File: src/rtl/sst_pkg.sv
// Shared helpers for the sliced adder tree.
// Assumes: operand count of at least two.
package sst_pkg;

    // Number of nodes at a given tree level (level 0 = leaves).
    function automatic int level_nodes(input int n_leaf, input int lvl);
        int c;
        c = n_leaf;
        for (int i = 0; i < lvl; i++) begin
            c = (c + 1) / 2;
        end
        return c;
    endfunction

endpackage

File: src/rtl/sst_skew_in.sv
// Input skew for one operand: slice j is delayed by j+1 cycles, so the
// operand leaves as a diagonal wavefront with the low slice first.
// Assumes: WORD_W > SLICE_W*N_SLICES; bits above the operand are zero.
module sst_skew_in #(
    parameter int SLICE_W  = 3,
    parameter int N_SLICES = 3,
    parameter int WORD_W   = 12
) (
    input  logic                          clk,
    input  logic [SLICE_W*N_SLICES-1:0]   op,
    output logic [WORD_W-1:0]             word
);
    localparam int OP_W = SLICE_W * N_SLICES;

    for (genvar j = 0; j < N_SLICES; j++) begin : g_sl
        logic [SLICE_W-1:0] dly_q [j+1];

        // Delay line of depth j+1 for slice j.
        always_ff @(posedge clk) begin
            dly_q[0] <= op[j*SLICE_W +: SLICE_W];
            for (int m = 1; m <= j; m++) begin
                dly_q[m] <= dly_q[m-1];
            end
        end

        assign word[j*SLICE_W +: SLICE_W] = dly_q[j];
    end

    assign word[WORD_W-1:OP_W] = '0;

endmodule

File: src/rtl/sst_node.sv
// One two-input tree adder working on skewed words. Slice j adds its
// operand slices plus the carry registered from slice j-1 in the
// previous cycle, which belongs to the same operand set because of the
// skew. The top slice is wide enough to absorb all tree growth, so it
// produces no carry.
// Assumes: N_SLICES >= 2; the sum of a and b fits in WORD_W bits.
module sst_node #(
    parameter int SLICE_W  = 3,
    parameter int N_SLICES = 3,
    parameter int WORD_W   = 12
) (
    input  logic              clk,
    input  logic [WORD_W-1:0] a,
    input  logic [WORD_W-1:0] b,
    output logic [WORD_W-1:0] y
);
    localparam int TOP_LO = (N_SLICES - 1) * SLICE_W;
    localparam int TOP_W  = WORD_W - TOP_LO;

    logic [WORD_W-1:0]   sum_d;
    logic [WORD_W-1:0]   sum_q;
    logic [N_SLICES-2:0] cy_d;
    logic [N_SLICES-2:0] cy_q;

    for (genvar j = 0; j < N_SLICES - 1; j++) begin : g_low
        logic             cin;
        logic [SLICE_W:0] part;

        if (j == 0) begin : g_first
            assign cin = 1'b0;
        end else begin : g_rest
            assign cin = cy_q[j-1];
        end

        // Narrow slice addition with carry out.
        assign part = {1'b0, a[j*SLICE_W +: SLICE_W]}
                    + {1'b0, b[j*SLICE_W +: SLICE_W]}
                    + {{SLICE_W{1'b0}}, cin};
        assign sum_d[j*SLICE_W +: SLICE_W] = part[SLICE_W-1:0];
        assign cy_d[j] = part[SLICE_W];
    end

    // Top slice: absorbs the last carry, never overflows.
    assign sum_d[WORD_W-1:TOP_LO] = a[WORD_W-1:TOP_LO] + b[WORD_W-1:TOP_LO]
                                  + {{(TOP_W-1){1'b0}}, cy_q[N_SLICES-2]};

    // Register slice sums and carries for the next wavefront step.
    always_ff @(posedge clk) begin
        sum_q <= sum_d;
        cy_q  <= cy_d;
    end

    assign y = sum_q;

endmodule

File: src/rtl/sst_delay.sv
// Single register stage that carries an unpaired skewed word up one
// tree level, keeping it aligned with the adders beside it.
// Assumes: nothing beyond a free-running clock.
module sst_delay #(
    parameter int WORD_W = 12
) (
    input  logic              clk,
    input  logic [WORD_W-1:0] d,
    output logic [WORD_W-1:0] q
);
    // One cycle of delay, matching an adder node.
    always_ff @(posedge clk) begin
        q <= d;
    end

endmodule

File: src/rtl/sst_deskew.sv
// Output deskew: low slice j is delayed N_SLICES-1-j cycles so that all
// slices of one sum arrive together with the top slice.
// Assumes: N_SLICES >= 2; the top slice passes through unregistered
// (it comes straight from the root register).
module sst_deskew #(
    parameter int SLICE_W  = 3,
    parameter int N_SLICES = 3,
    parameter int WORD_W   = 12
) (
    input  logic              clk,
    input  logic [WORD_W-1:0] skewed,
    output logic [WORD_W-1:0] aligned
);
    localparam int TOP_LO = (N_SLICES - 1) * SLICE_W;

    for (genvar j = 0; j < N_SLICES - 1; j++) begin : g_sl
        localparam int DLY = N_SLICES - 1 - j;
        logic [SLICE_W-1:0] dq [DLY];

        // Delay line that lines slice j up with the top slice.
        always_ff @(posedge clk) begin
            dq[0] <= skewed[j*SLICE_W +: SLICE_W];
            for (int m = 1; m < DLY; m++) begin
                dq[m] <= dq[m-1];
            end
        end

        assign aligned[j*SLICE_W +: SLICE_W] = dq[DLY-1];
    end

    assign aligned[WORD_W-1:TOP_LO] = skewed[WORD_W-1:TOP_LO];

endmodule

File: src/rtl/sliced_sum_tree.sv
// Multi-operand unsigned adder tree with carry-pipelined slices.
// Operands are skewed at entry, summed pairwise by N_OPS-1 sliced adders
// (an unpaired word at a level is carried by a register), and deskewed
// at the root. Latency is ceil(log2 N_OPS) + N_SLICES cycles and a set
// is accepted every cycle. Only the valid pipeline is reset.
// Assumes: N_OPS >= 2, N_SLICES >= 2, SLICE_W >= 1.
module sliced_sum_tree
    import sst_pkg::*;
#(
    parameter  int N_OPS    = 5,
    parameter  int SLICE_W  = 3,
    parameter  int N_SLICES = 3,
    localparam int OP_W     = SLICE_W * N_SLICES,
    localparam int DEPTH    = $clog2(N_OPS),
    localparam int RES_W    = OP_W + DEPTH
) (
    input  logic                  clk,
    input  logic                  rst_n,
    input  logic                  in_valid,
    input  logic [N_OPS*OP_W-1:0] in_ops,
    output logic                  sum_valid,
    output logic [RES_W-1:0]      sum_data
);
    localparam int LAT = DEPTH + N_SLICES;

    logic [RES_W-1:0] lvl_q [DEPTH+1][N_OPS];
    logic [LAT-1:0]   vld_q;

    // Leaves: skew every operand into wavefront form.
    for (genvar i = 0; i < N_OPS; i++) begin : g_leaf
        sst_skew_in #(
            .SLICE_W (SLICE_W),
            .N_SLICES(N_SLICES),
            .WORD_W  (RES_W)
        ) u_skew (
            .clk (clk),
            .op  (in_ops[i*OP_W +: OP_W]),
            .word(lvl_q[0][i])
        );
    end

    // Tree levels: pair nodes, carry an odd one up by a register.
    for (genvar l = 1; l <= DEPTH; l++) begin : g_lvl
        localparam int CNT  = level_nodes(N_OPS, l);
        localparam int PCNT = level_nodes(N_OPS, l - 1);
        for (genvar i = 0; i < N_OPS; i++) begin : g_nd
            if (i < CNT && (2 * i + 1) < PCNT) begin : g_add
                sst_node #(
                    .SLICE_W (SLICE_W),
                    .N_SLICES(N_SLICES),
                    .WORD_W  (RES_W)
                ) u_node (
                    .clk(clk),
                    .a  (lvl_q[l-1][2*i]),
                    .b  (lvl_q[l-1][2*i+1]),
                    .y  (lvl_q[l][i])
                );
            end else if (i < CNT) begin : g_pass
                sst_delay #(
                    .WORD_W(RES_W)
                ) u_pass (
                    .clk(clk),
                    .d  (lvl_q[l-1][2*i]),
                    .q  (lvl_q[l][i])
                );
            end else begin : g_none
                assign lvl_q[l][i] = '0;
            end
        end
    end

    // Root: realign slices into a full-width sum.
    sst_deskew #(
        .SLICE_W (SLICE_W),
        .N_SLICES(N_SLICES),
        .WORD_W  (RES_W)
    ) u_deskew (
        .clk    (clk),
        .skewed (lvl_q[DEPTH][0]),
        .aligned(sum_data)
    );

    // Valid flag pipeline matching the data latency.
    always_ff @(posedge clk) begin
        if (!rst_n) begin
            vld_q <= '0;
        end else begin
            vld_q <= {vld_q[LAT-2:0], in_valid};
        end
    end

    assign sum_valid = vld_q[LAT-1];

endmodule

File: config.mk
export PLATFORM = sky130hd
export DESIGN_NAME = sliced_sum_tree
export DESIGN_NICKNAME = d
export VERILOG_FILES = /design/src/rtl/sst_pkg.sv /design/src/rtl/sst_skew_in.sv /design/src/rtl/sst_node.sv /design/src/rtl/sst_delay.sv /design/src/rtl/sst_deskew.sv /design/src/rtl/sliced_sum_tree.sv
export SDC_FILE = /design/constraint.sdc
export NUM_CORES = 1
export LEC_CHECK = 0
export BUFFER_PORTS_ARGS = -buffer_cell sky130_fd_sc_hd__buf_2
export CORE_MARGIN = 2
export CORE_UTILIZATION = 50
export CTS_CLUSTER_SIZE = 28
export DETAILED_ROUTE_END_ITERATION = 8
export GPL_TIMING_DRIVEN = 0
export PLACE_DENSITY = 0.7
export SLEW_MARGIN = 10
export SYNTH_ARGS = -nofsm -noshare
export SYNTH_HDL_FRONTEND = slang
export SYNTH_SLANG_ARGS = --single-unit
File: constraint.sdc
create_clock -name clk -period 2.6 [get_ports clk]
set_clock_uncertainty 0.2 [all_clocks]
set_input_delay 0.39 -clock clk [delete_from_list [all_inputs] [get_ports clk]]
set_output_delay 0.39 -clock clk [all_outputs]
set_load 0.03 [all_outputs]
==> impl_metrics.toml, run 1 <==
[run_status]
status = "completed"

[synth]
yosys-top-cells-area = "dfxtp_1, ha_1, fa_1, inv_1, a21o_1"
yosys.area.top_type = "dfxtp_1"
synthArstFlopShare = 0
synth_common_cells = "dfxtp_1, inv_1, ha_1"
syn-cell-area_um2 = 5090
avgSynthCellArea_um2 = 14.5
yosys_warnings = 0
ys_ff_latch = 177
ys_seq_area_frac = 0.696
synth_edf_count = 0
ys_types = 23
synth_top_area_share = 0.696
synthFlopType = "dfxtp_1"
synthCells = 352
yosysMostFrequentCell = "dfxtp_1"
synthesis.nets = 454

[grt]
gr-max-usage-layer = "met2"
grtUsageTotal = 0.134
antenna_found_initial = 0
gr-total-overflow = 0
grtUsageMet2 = 0.233
grt_pass1_wl_um = 11200
grt_max_degree = 17
use_met1 = 0.140
grt_pass1_vias = 2607
use_met3 = 0.0574

[cts]
htreeDepth = 4
cts_tree = "yes"
cts_num_sinks = 177
clk_pin_slew_ns = 0.06
cts-resized-gates = 0
root_buffer = "clkbuf_8"
cts_buffer_depth = 2
cts_made_buffers = 17
worst_skew_pair.late_latency_ns = 0.51

[drt]
drt_wl_total_um = 6520
num_vias = 2543
drc = 0
post_drt_wl_per_cell_um = 10.4
drt_iter0_markers = 50
ant_nets = 0
drtPass1Iterations = 4
routed_via_density = 4.07

[floorplan]
die_h_um = 105
core_area_um2 = 9820
start_util = 0.518
die_area_um2 = 11000
std_cell_rows = 36
io_pins = 61
die_x_um = 105

[placed_design]
dp_hpwl_um = 3820
port_buffers = 60
gp_congestion = 0.701
dp_slack_ns = 0.668
placed_cells = 545

[timing]
fmax_ghz = 0.516
slew_viol_final = 0
slew_headroom = 0.813
tightest_slew_ns = 0.279
min_period_ns = 1.94
whs_ns = 0.120
finalCritPeriodShare = 0.746
rsz0062_at_grt = "no"
fin_setup_tns_ns = 0
setup_ws_ns = 0.661
finalHoldViolations = 0
setup_viol = 0

[setup_path]
crit_fanout = 2
worst-endpoint-required_ns = 2.84
cp.arrival_ns = 2.18
critPathKind = "reg -> reg"
cp-end-kind = "register"
reg2reg_depth = 6
cp-start-kind = "register"

[pwr]
p_per_area_nw_per_um2 = 1040
totalPowerFinal_uw = 6860
ir_worst_vdd_uv = 609
power_leakage_uw = 0.00314

[flow_run]
drv_cap = 0

[layout]
antenna_cells = 0
area_growth_syn_to_layout_pct = 29.9
multi_input_area_um2 = 1340
nets = 581
seqCellArea_um2 = 3540
layout.cells.non_filler = 625
layout-drive-gt1-share = 0.213
n_fill_cell = 728

[min_path]
holdCritPathClass = "reg -> reg"
hold_depth = 0
-- cell families after synthesis --
group           synth area share
fa+ha+maj                  0.159
simple gates              0.0310
xor+xnor                  0.0391
buf+inv                   0.0413
compound gates            0.0334
flops                      0.696
-- sequential cells by signal, indices dropped and copies added, names as in the netlist --
signal	flops
u_deskew.g_sl.dq	9
g_leaf.u_skew.g_sl.dly_q	90
g_lvl.g_nd.g_pass.u_pass.q	18
g_lvl.g_nd.g_add.u_node.y	46
vld_q	6
g_lvl.g_nd.g_add.u_node.cy_q	8
-- area by class of cell --
| class | instances | area share |
|---|---|---|
| buffer | 9 | 0.0102 |
| clock buffer | 21 | 0.0679 |
| clock inverter | 11 | 0.0193 |
| inverter | 38 | 0.0216 |
| multi-input combinational | 128 | 0.202 |
| sequential | 177 | 0.536 |
| tap | 133 | 0.0252 |
| timing repair buffer | 108 | 0.118 |
-- critical path: stages, from the launching register on --
cell and delay (ns):
dfxtp_1 0.30, inv_1 0.05, fa_1 0.45, fa_1 0.41, nand2b_1 0.16, a21oi_1 0.15, xor2_1 0.15
-- power by group --
part	switching, uW	total, uW	internal, uW
Clock	982	2410	1430
Combinational	592	1150	562
Sequential	144	3300	3160
Total	1720	6860	5150
-- placed cells by master, fill, tap and decap left out, drive strengths merged --
| master | n |
|---|---|
| dfxtp | 177 |
| buf | 69 |
| dlygate4sd3 | 48 |
| inv | 41 |
| ha | 36 |
| clkbuf | 21 |
| fa | 18 |
| a21o | 15 |
| xor2 | 13 |
| xnor2 | 8 |
| nor2 | 8 |
| and2 | 6 |
| nand2 | 4 |
| a21oi | 4 |
| nor2b | 3 |
| nand2b | 3 |
| clkinvlp | 3 |
| o21ai | 3 |
| clkinv | 3 |
| or2 | 2 |
| nand3 | 2 |
| bufinv | 2 |
| o211ai | 1 |
| a211oi | 1 |
| nor3 | 1 |
-- timing repair --
action / in CTS / in global routing
hold buffers: 48 / 0
setup endpoints to repair: 0 / 0
buffers inserted: 0 / 0
hold endpoints to repair: 51 / 0
-- stage by stage --
stage                     instance area [um2]   util
final                                    6620  0.674
after global routing                     6620  0.674
after CTS                                6620  0.674
after detailed placement                 5560  0.566
after global placement                   5560  0.566
after floorplan                          5090      -
-- routing by layer --
layer  vias up  routed length (um)
met1      1138                2800
met5         -                   0
met2        54                3390
met3         6                 261
li1       1345                   -
met4         0                  65
-- path summary, 6_finish.rpt --
check	from	endpoint	slack, ns
setup / recovery	g_lvl[1].g_nd[0].g_add.u_node.y[6]	g_lvl[2].g_nd[0].g_add.u_node.y[10]	0.66
hold / removal	g_leaf[4].u_skew.g_sl[2].dly_q[2][2]	g_lvl[1].g_nd[2].g_pass.u_pass.q[8]	0.12
setup reg to reg	g_lvl[1].g_nd[0].g_add.u_node.y[6]	g_lvl[2].g_nd[0].g_add.u_node.y[10]	0.66
hold reg to reg	g_leaf[4].u_skew.g_sl[2].dly_q[2][2]	g_lvl[1].g_nd[2].g_pass.u_pass.q[8]	0.12
(Power assumes the default switching activity.)
==> run 2: changes to the inputs <==
--- a/config.mk
+++ b/config.mk
@@ -11,7 +11,7 @@
 export CTS_CLUSTER_SIZE = 28
 export DETAILED_ROUTE_END_ITERATION = 8
 export GPL_TIMING_DRIVEN = 0
-export PLACE_DENSITY = 0.7
+export PLACE_DENSITY = 0.73
 export SLEW_MARGIN = 10
 export SYNTH_ARGS = -nofsm -noshare
 export SYNTH_HDL_FRONTEND = slang
==> constraint.sdc (replaced) <==
create_clock -name clk -period 1.6 [get_ports clk]
set_clock_uncertainty 0.2 [all_clocks]
set_input_delay 0.24 -clock clk [delete_from_list [all_inputs] [get_ports clk]]
set_output_delay 0.24 -clock clk [all_outputs]
set_load 0.03 [all_outputs]
==> run 2 against run 1 <==
Compared with the run above:
- the flow now finishes with violations (negative setup slack)
- design area increased by 2.9%
- sequential power increased by 64%
- register-to-register slack lost 0.85 ns
- clock power increased by 60%
- worst hold slack improved by 0.0026 ns
- die area unchanged
- clock-buffer cell count shrank 2
- non-clock buffer count is 7 higher
- critical path depth stayed put
- sequential share of layout area down 1.3 points
- worst setup slack got worse by 0.85 ns
- largest cell class unchanged
- largest power group unchanged
==> impl_metrics.toml, run 2 (same netlist as run 1, synthesis figures left out) <==
[run_status]
status = "finished, violations left"
failed_checks = "negative setup slack"

[pwr]
p_per_area_nw_per_um2 = 1670
totalPowerFinal_uw = 11400
ir_worst_vdd_uv = 1330
power_leakage_uw = 0.00316

[min_path]
min_from = "g_leaf[4].u_skew.g_sl[2].dly_q[0][1]"
hold_depth = 0
holdPathEnd = "g_leaf[4].u_skew.g_sl[2].dly_q[1][1]"
holdCritPathClass = "reg -> reg"

[layout]
multi_input_area_um2 = 1470
n_fill_cell = 696
final_cell_mix = "dfxtp_1, buf_2, dlygate4sd3_1"
nets = 588
top_register = "g_leaf.u_skew.g_sl.dly_q"
layout.cells.non_filler = 631
layout-drive-gt1-share = 0.309
mostFrequentLayoutCell = "dfxtp_1"
antenna_cells = 0
largest_reg_flops = 90
seqCellArea_um2 = 3560
area_growth_syn_to_layout_pct = 33.7

[floorplan]
die_area_um2 = 11000
die_h_um = 105
std_cell_rows = 36
start_util = 0.518
die_x_um = 105
core_area_um2 = 9820
io_pins = 61

[timing]
fmax_ghz = 0.557
fin_setup_tns_ns = -0.500
slew_headroom = 0.806
min_period_ns = 1.79
slew_viol_final = 0
setup_ws_ns = -0.194
tightest_slew_ns = 0.291
whs_ns = 0.123
rsz0062_at_grt = "yes"
finalCritPeriodShare = 1.12
setup_viol = 8
finalHoldViolations = 0

[drt]
ant_nets = 0
routed_via_density = 4.16
drt_wl_total_um = 6780
drt_iter0_markers = 59
num_vias = 2627
drc = 0
drtPass1Iterations = 3
post_drt_wl_per_cell_um = 10.7

[setup_path]
r2r-start = "g_lvl[1].g_nd[0].g_add.u_node.y[6]"
r2r_end = "g_lvl[2].g_nd[0].g_add.u_node.y[10]"
startpoint = "g_lvl[1].g_nd[0].g_add.u_node.y[6]"
critPathKind = "reg -> reg"
cp-start-kind = "register"
worst-endpoint-required_ns = 1.84
cp-end-kind = "register"
reg2reg_depth = 6
r2r_slack_ns = -0.19
crit_fanout = 2
cp.arrival_ns = 2.04

[cts]
clk_pin_slew_ns = 0.06
cts_num_sinks = 177
cts_made_buffers = 17
cts_tree = "yes"
htreeDepth = 4
root_buffer = "clkbuf_8"
cts_buffer_depth = 2
worst_skew_pair.late_latency_ns = 0.52

[placed_design]
placed_cells = 545
dp_hpwl_um = 3880
gp_congestion = 0.706
port_buffers = 60
dp_slack_ns = -0.251

[grt]
grtUsageTotal = 0.143
antenna_found_initial = 0
grt_pass1_vias = 2806
grt_max_degree = 17
grt_pass1_wl_um = 12000
gr-total-overflow = 0

[flow_run]
drv_cap = 0
## run 2: cell types whose count changed in the layout (fill, tap and decap cells not counted), sizes merged
cell      delta
inv          -2
clkbuf       -1
clkinvlp     +1
buf          +6
clkinv       +2
## run 2: cell type report
type	count	share of cell area
flip-flops and latches	177	0.523
plain buffers	9	0.00992
well taps	133	0.0244
multi-input cells	128	0.215
clock inverters	12	0.0198
clock buffers	19	0.0634
inverters	38	0.0210
repair buffers	115	0.123
## run 2: through the flow
stage	cell area, um2	utilization
3_3_place_gp	5590	0.569
4_1_cts	6730	0.685
2_1_floorplan	5120	-
6_report	6810	0.693
3_5_place_dp	5590	0.569
5_1_grt	6810	0.693
## run 2: report_power, final
group	internal, uW	switching, uW	total, uW
clock network	2260	1590	3850
registers	5150	247	5400
logic	1070	1050	2120
## run 2: how the worst max path moves through the flow
| stage | to | slack, ns | cells past startpoint |
|---|---|---|---|
| floorplan | g_lvl[2].g_nd[0].g_add.u_node.y[10] | -0.14 | 6 |
| global placement | g_lvl[2].g_nd[0].g_add.u_node.y[10] | -0.21 | 6 |
| detailed placement | g_lvl[2].g_nd[0].g_add.u_node.y[10] | -0.25 | 6 |
| CTS | g_lvl[2].g_nd[0].g_add.u_node.y[10] | -0.26 | 6 |
| global route | g_lvl[2].g_nd[0].g_add.u_node.y[10] | -0.26 | 6 |
| finish | g_lvl[2].g_nd[0].g_add.u_node.y[10] | -0.19 | 6 |
## run 2: what timing repair did
action,in CTS,in global routing
hold buffers,48,0
pin swaps,18,6
endpoints found under the setup margin,16,21
endpoints found under the hold margin,51,0
setup buffers,4,3
gates resized for setup,20,19
## run 2: layer usage
layer | track usage | vias to the layer above | wire length [um]
met5 | 0 | - | 0
met4 | 0.0905 | 0 | 201
met3 | 0.0480 | 22 | 294
met2 | 0.247 | 55 | 3500
met1 | 0.149 | 1195 | 2780
li1 | - | 1355 | -
## run 2: critical path, cell delays in order, from the launching register on
cell      delay, ns
dfxtp_2        0.32
inv_2          0.03
fa_2           0.39
fa_2           0.35
nand2b_4       0.15
a21oi_2        0.13
xor2_1         0.15
